$ cat src/rtl/nvm_stat_pkg.sv
package nvm_stat_pkg;
  typedef enum logic [1:0] {
    PROT_NONE    = 2'b00,
    PROT_QUARTER = 2'b01,
    PROT_HALF    = 2'b10,
    PROT_ALL     = 2'b11
  } prot_code_e;

  localparam int          STAT_W  = 8;
  localparam int          SR_WIP  = 0;
  localparam int          SR_WEL  = 1;
  localparam int          SR_BPLO = 2;
  localparam logic [3:0]  SR_ONES = 4'hF;
endpackage

$ cat src/rtl/nvm_prot_decode.sv
module nvm_prot_decode
  import nvm_stat_pkg::*;
#(
  parameter int ADDR_W = 8
) (
  input  prot_code_e        code_i,
  input  logic [ADDR_W-1:0] addr_i,
  output logic              prot_o
);
  localparam logic [ADDR_W-1:0] HALF_BASE = ADDR_W'(1) << (ADDR_W - 1);
  localparam logic [ADDR_W-1:0] QTR_BASE  = ADDR_W'(3) << (ADDR_W - 2);

  always_comb begin
    unique case (code_i)
      PROT_NONE:    prot_o = 1'b0;
      PROT_QUARTER: prot_o = (addr_i >= QTR_BASE);
      PROT_HALF:    prot_o = (addr_i >= HALF_BASE);
      default:      prot_o = 1'b1;
    endcase
  end
endmodule

$ cat src/rtl/nvm_wel_latch.sv
module nvm_wel_latch (
  input  logic clk,
  input  logic rst_n,
  input  logic wp_n_i,
  input  logic idle_i,
  input  logic set_i,
  input  logic clr_i,
  input  logic arr_cmd_i,
  input  logic sr_done_i,
  output logic wel_o
);
  logic wel_q, wel_d;

  always_comb begin
    wel_d = wel_q;
    if (!wp_n_i || sr_done_i) begin
      wel_d = 1'b0;
    end else if (idle_i && (clr_i || arr_cmd_i)) begin
      wel_d = 1'b0;
    end else if (idle_i && set_i) begin
      wel_d = 1'b1;
    end
  end

  always_ff @(posedge clk or negedge rst_n) begin
    if (!rst_n) wel_q <= 1'b0;
    else        wel_q <= wel_d;
  end

  assign wel_o = wel_q;

  AST_WP_CLEARS_WEL: assert property (@(posedge clk) disable iff (!rst_n)
    !wp_n_i |=> !wel_q);
  AST_WEL_RISE_NEEDS_SET: assert property (@(posedge clk) disable iff (!rst_n)
    $rose(wel_q) |-> $past(set_i && idle_i && wp_n_i));
  AST_BUSY_HOLDS_WEL: assert property (@(posedge clk) disable iff (!rst_n)
    (!idle_i && wp_n_i && !sr_done_i) |=> $stable(wel_q));
endmodule

$ cat src/rtl/nvm_bp_store.sv
module nvm_bp_store
  import nvm_stat_pkg::*;
(
  input  logic       clk,
  input  logic       rst_n,
  input  logic       accept_i,
  input  logic [1:0] new_bp_i,
  input  logic       cyc_busy_i,
  output prot_code_e bp_o,
  output logic       pend_o,
  output logic       done_o
);
  logic [1:0] bp_q, bp_d;
  logic [1:0] hold_q, hold_d;
  logic       pend_q, pend_d;
  logic       done;

  assign done = pend_q && !cyc_busy_i;

  always_comb begin
    bp_d   = bp_q;
    hold_d = hold_q;
    pend_d = pend_q;
    if (accept_i) begin
      hold_d = new_bp_i;
      pend_d = 1'b1;
    end else if (done) begin
      bp_d   = hold_q;
      pend_d = 1'b0;
    end
  end

  always_ff @(posedge clk or negedge rst_n) begin
    if (!rst_n) begin
      bp_q   <= 2'b00;
      hold_q <= 2'b00;
      pend_q <= 1'b0;
    end else begin
      bp_q   <= bp_d;
      hold_q <= hold_d;
      pend_q <= pend_d;
    end
  end

  assign bp_o   = prot_code_e'(bp_q);
  assign pend_o = pend_q;
  assign done_o = done;

  AST_BP_FROZEN_IN_CYCLE: assert property (@(posedge clk) disable iff (!rst_n)
    cyc_busy_i |=> $stable(bp_q));
  AST_BP_MOVES_ONLY_ON_DONE: assert property (@(posedge clk) disable iff (!rst_n)
    !done_o |=> $stable(bp_q));
endmodule

$ cat src/rtl/nvm_status_ctrl.sv
module nvm_status_ctrl
  import nvm_stat_pkg::*;
#(
  parameter int ADDR_W = 8
) (
  input  logic              clk,
  input  logic              rst_n,
  input  logic              cmd_set_en_i,
  input  logic              cmd_clr_en_i,
  input  logic              cmd_sr_wr_i,
  input  logic [1:0]        sr_bp_i,
  input  logic              cmd_arr_wr_i,
  input  logic [ADDR_W-1:0] arr_addr_i,
  input  logic              wp_n_i,
  input  logic              busy_i,
  input  logic [ADDR_W-1:0] chk_addr_i,
  output logic [STAT_W-1:0] status_o,
  output logic              wr_allowed_o,
  output logic              chk_prot_o,
  output logic              sr_wr_start_o,
  output logic              arr_wr_start_o
);
  logic [1:0] rs_q;
  logic       rst_int_n;
  logic       launch_q, launch_d;
  logic       cyc_busy, wip, idle, wel, wr_ok;
  logic       pend, sr_done, arr_prot;
  prot_code_e bp;

  always_ff @(posedge clk or negedge rst_n) begin
    if (!rst_n) rs_q <= 2'b00;
    else        rs_q <= {rs_q[0], 1'b1};
  end
  assign rst_int_n = rs_q[1];

  assign cyc_busy = busy_i || launch_q;
  assign wip      = cyc_busy || pend;
  assign idle     = !wip;
  assign wr_ok    = wel && wp_n_i && idle;

  assign sr_wr_start_o  = cmd_sr_wr_i && wr_ok;
  assign arr_wr_start_o = cmd_arr_wr_i && wr_ok && !arr_prot;
  assign launch_d       = sr_wr_start_o || arr_wr_start_o;

  always_ff @(posedge clk or negedge rst_int_n) begin
    if (!rst_int_n) launch_q <= 1'b0;
    else            launch_q <= launch_d;
  end

  nvm_wel_latch u_wel (
    .clk       (clk),
    .rst_n     (rst_int_n),
    .wp_n_i    (wp_n_i),
    .idle_i    (idle),
    .set_i     (cmd_set_en_i),
    .clr_i     (cmd_clr_en_i),
    .arr_cmd_i (cmd_arr_wr_i),
    .sr_done_i (sr_done),
    .wel_o     (wel)
  );

  nvm_bp_store u_bp (
    .clk        (clk),
    .rst_n      (rst_int_n),
    .accept_i   (sr_wr_start_o),
    .new_bp_i   (sr_bp_i),
    .cyc_busy_i (cyc_busy),
    .bp_o       (bp),
    .pend_o     (pend),
    .done_o     (sr_done)
  );

  nvm_prot_decode #(.ADDR_W(ADDR_W)) u_dec_arr (
    .code_i (bp),
    .addr_i (arr_addr_i),
    .prot_o (arr_prot)
  );

  nvm_prot_decode #(.ADDR_W(ADDR_W)) u_dec_chk (
    .code_i (bp),
    .addr_i (chk_addr_i),
    .prot_o (chk_prot_o)
  );

  assign status_o     = {SR_ONES, bp, wel, wip};
  assign wr_allowed_o = wr_ok;

  AST_START_RAISES_WIP: assert property (@(posedge clk) disable iff (!rst_int_n)
    (sr_wr_start_o || arr_wr_start_o) |=> status_o[SR_WIP]);
  AST_WP_BLOCKS_START: assert property (@(posedge clk) disable iff (!rst_int_n)
    !wp_n_i |-> !(sr_wr_start_o || arr_wr_start_o));
  AST_PROT_DROPS_WRITE: assert property (@(posedge clk) disable iff (!rst_int_n)
    (cmd_arr_wr_i && arr_prot) |-> !arr_wr_start_o);
  AST_ALL_CODE_PROTECTS: assert property (@(posedge clk) disable iff (!rst_int_n)
    (status_o[SR_BPLO+1:SR_BPLO] == 2'b11) |-> chk_prot_o);
endmodule

$ cat config.mk
export PLATFORM = sky130hd
export DESIGN_NAME = nvm_status_ctrl
export DESIGN_NICKNAME = d
export VERILOG_FILES = /design/src/rtl/nvm_stat_pkg.sv /design/src/rtl/nvm_prot_decode.sv /design/src/rtl/nvm_wel_latch.sv /design/src/rtl/nvm_bp_store.sv /design/src/rtl/nvm_status_ctrl.sv
export SDC_FILE = /design/constraint.sdc
export NUM_CORES = 1
export LEC_CHECK = 0
export CORE_UTILIZATION = 34
export CTS_BUF_LIST = sky130_fd_sc_hd__clkbuf_4 sky130_fd_sc_hd__clkbuf_8
export DETAILED_ROUTE_END_ITERATION = 7
export GPL_TIMING_DRIVEN = 0
export PLACE_DENSITY_LB_ADDON = 0.08
export REMOVE_ABC_BUFFERS = 1
export SLEW_MARGIN = 20
export SYNTH_ARGS = -nofsm -noshare
export SYNTH_HDL_FRONTEND = slang
export SYNTH_SLANG_ARGS = --single-unit
$ cat constraint.sdc
create_clock -name clk -period 1.99 [get_ports clk]
set_input_delay 0.398 -clock clk [delete_from_list [all_inputs] [get_ports clk]]
set_output_delay 0.398 -clock clk [all_outputs]
set_load 0.01 [all_outputs]
==> results <==
[critical path, stage by stage]
cell and delay (ns):
sky130_fd_sc_hd__dlygate4sd2_1 0.30, sky130_fd_sc_hd__nor3_4 0.25, sky130_fd_sc_hd__buf_4 0.15, sky130_fd_sc_hd__nand3_2 0.09, sky130_fd_sc_hd__nor2_1 0.11, sky130_fd_sc_hd__clkdlybuf4s15_1 0.24
[registers in the layout (all words and copies together) (netlist names)]
register	cells
u_bp.hold_q	2
launch_q	1
u_bp.bp_o	2
u_bp.pend_o	1
u_wel.wel_o	1
rs_q	2
[metal layers]
layer / routed length, um / share of wire [%]
met1: 389 / 43
met2: 456 / 50
met3: 62 / 6.8
met4: 0 / 0
met5: 0 / 0
[cells in the mapped netlist]
master and number:
sky130_fd_sc_hd__nor2_1 3, sky130_fd_sc_hd__nor3_1 1, sky130_fd_sc_hd__nand3_1 4, sky130_fd_sc_hd__buf_6 1, sky130_fd_sc_hd__nor3_2 1, sky130_fd_sc_hd__nand2_1 2, sky130_fd_sc_hd__inv_1 3, sky130_fd_sc_hd__o31ai_1 1
sky130_fd_sc_hd__mux2_2 2, sky130_fd_sc_hd__a21oi_1 2, sky130_fd_sc_hd__dfrtp_1 9, sky130_fd_sc_hd__o21ai_0 3, sky130_fd_sc_hd__conb_1 1, sky130_fd_sc_hd__mux2_4 2, sky130_fd_sc_hd__and4_1 1, sky130_fd_sc_hd__buf_4 6
sky130_fd_sc_hd__nand2b_1 1
[power by group]
group          switching, mW  internal, mW
logic                 0.0307        0.0610
clock network         0.0653        0.0909
registers             0.0150         0.200
[final cells by class]
class / instances / area, um2 / area share [%]
clock buffer: 4 / 30.0 / 4.26
inverter: 3 / 11.3 / 1.60
multi-input combinational: 28 / 186 / 26.5
sequential: 9 / 225 / 32.0
tap: 14 / 17.5 / 2.49
timing repair buffer: 24 / 234 / 33.2
[timing repair]
item | in CTS | in global routing
setup buffers | 2 | 1
pin swaps | 1 | 1
gates resized for setup | 8 | 3
setup endpoints to repair | 4 | 2
[cells by family after synthesis]
kind of cell           count (synthesis)  share of synthesized area (%)
multiplexers                           4                           11.7
buffers and inverters                 10                           15.0
AND/OR/NAND/NOR                       13                           15.3
AO/OA/AOI/OAI                          6                           7.22
other                                  1                          0.833
flip-flops                             9                           50.0
[metrics by stage]
stage,total power [mW],hold WS (ns),setup TNS (ns),setup WS (ns),std cells
after floorplan,0.250,0.0815,0,0.580,40
after global placement,0.303,0.115,-1.04,-0.411,75
after detailed placement,0.304,0.121,-1.05,-0.398,75
after CTS,0.465,0.117,0,0.0406,81
after global routing,0.486,0.142,0,0.0132,82
final,0.463,0.102,0,0.0510,82
[final timing paths]
path	from	to	slack, ns	cells after the start
setup / recovery	busy_i	arr_wr_start_o	0.05	6
hold / removal	rs_q[1]$_DFF_PN0_	u_bp.hold_q[0]$_DFFE_PN0P_	0.10	0
setup reg to reg	u_bp.pend_o$_DFFE_PN0P_	u_bp.hold_q[1]$_DFFE_PN0P_	0.65	3
hold reg to reg	rs_q[1]$_DFF_PN0_	u_bp.hold_q[0]$_DFFE_PN0P_	0.10	0
max in group asynchronous	rst_n	rs_q[1]$_DFF_PN0_	1.57	1
min in group clk	rs_q[0]$_DFF_PN0_	rs_q[1]$_DFF_PN0_	0.35	0
==> summary.log <==
qor: clock_tree.cts-htree-levels 1
qor: cells_and_area.final_nets 95
qor: cells_and_area.nFillCells 104
qor: floorplan.die_height 38.4 um
qor: floorplan.core_area 1170 um2
qor: drt.postRouteAntennaNets 0
qor: global_routing.groute.layer.met1.usage 18.7%
qor: sta.timing.final.hold_violations 0
qor: sta.timing.clock.skew 0.00646 ns
qor: placement.io_buffers 21
qor: global_routing.grt_pass1_vias 388
qor: sta.max_freq 0.516 GHz
qor: setup_path.worst_ep_arrival_time 1.54 ns
qor: sta.timing.final.max_slew_violations 0
qor: clock_tree.clock_buffer_count_from_cts 3
qor: floorplan.die_area 1470 um2
qor: floorplan.row_count 12
qor: yosys.synth_seq_area_share 50.0%
qor: worst_hold_path.class_of_the_worst_hold_path reg2async
qor: setup_path.cp_max_fo 4
qor: yosys.post_synthesis_cell_type_count 17
qor: placement.routability_cong 0.784
qor: placement.dp_hpwl 606 um
qor: setup_path.critPathRequiredTime 1.59 ns
qor: clock_tree.clkLatencyLatePin 0.26 ns
qor: clock_tree.tritoncts_clock_tree built
qor: yosys.synth_largest_area_cell sky130_fd_sc_hd__dfrtp_1
qor: yosys.postSynthCellCount 43
qor: drt.vias 387
qor: yosys.synth-seq-cells 9
qor: global_routing.met3_usage 1.74%
qor: clock_tree.cts_root_buffer sky130_fd_sc_hd__clkbuf_4
qor: status.status finished, final reports clean
qor: cells_and_area.final_util 60.1%
qor: placement.placedInstanceArea 637 um2
qor: sta.min_period 1.94 ns
qor: global_routing.grt_use_total 15.0%
qor: sta.fin_crit_sh 97.4%
qor: clock_tree.clock-sinks 9
qor: drt.postRouteWirelength 908 um
qor: global_routing.grt_remaining_overflow 0
qor: power.pwr_density_cell 657 nW/um2
qor: cells_and_area.most_common_cell_after_layout_fill_and_taps_aside sky130_fd_sc_hd__clkdlybuf4s50_1
qor: clock_tree.worst_setup_hold_path_clk_slew 0.07 ns
qor: cells_and_area.syn_to_final_growth 56.4%
qor: drt.drtPass1Iterations 3
qor: cells_and_area.antenna_cells_inserted 0
qor: power.p_leak 0.371 nW
qor: clock_tree.ctsLongestPathBuffers 2
qor: flow_run.maxCapViolations 0
qor: cells_and_area.final_layout_size_suffix_gt1_share 20.6%
qor: floorplan.die_w 38.4 um
qor: setup_path.worst_setup_path_start_kind primary input
qor: drt.drc 0
qor: drt.vias_per_cell 4.72
qor: setup_path.setup.worst_path.class in2out
qor: floorplan.io_pins 38
qor: global_routing.grt_first_pass_wirelength 1.57 mm
qor: drt.drt_iter0_markers 8
qor: sta.grt_setup_unrepaired no
qor: yosys.post_synth.cell_area_avg 10.5 um2
qor: sta.report.final.setup_viol 0
qor: cells_and_area.most-common-layout-cells sky130_fd_sc_hd__clkdlybuf4s50_1 (15), sky130_fd_sc_hd__dfrtp_1 (9), sky130_fd_sc_hd__conb_1 (5)
qor: yosys.dominant_cells_by_area_after_synthesis sky130_fd_sc_hd__dfrtp_1 (50%), sky130_fd_sc_hd__buf_4 (10%), sky130_fd_sc_hd__mux2_4 (6.7%), sky130_fd_sc_hd__mux2_2 (5.0%), sky130_fd_sc_hd__nand3_1 (4.4%)
qor: power.vdd.ir_drop.worst 349 uV
qor: global_routing.busiest_layer met2
qor: clock_tree.postCtsHoldBufs 0
qor: yosys.yosysWarningCount 0
qor: yosys.synth_area 450 um2
qor: floorplan.start_util 38.5%
qor: yosys.synth_top_area_share 50.0%
qor: global_routing.grt_use_met2 26.7%
qor: global_routing.pin_count_of_the_biggest_net_entering_global_routing 8
qor: setup_path.worst_setup_path_end_kind primary output
qor: cells_and_area.final_design_area_no_fill 704 um2
qor: global_routing.number_of_antenna_violations_at_the_first_check_in_global_routing 0
qor: drt.routedWlPerCell 11.1 um
Power figures use the tool's default switching activity.
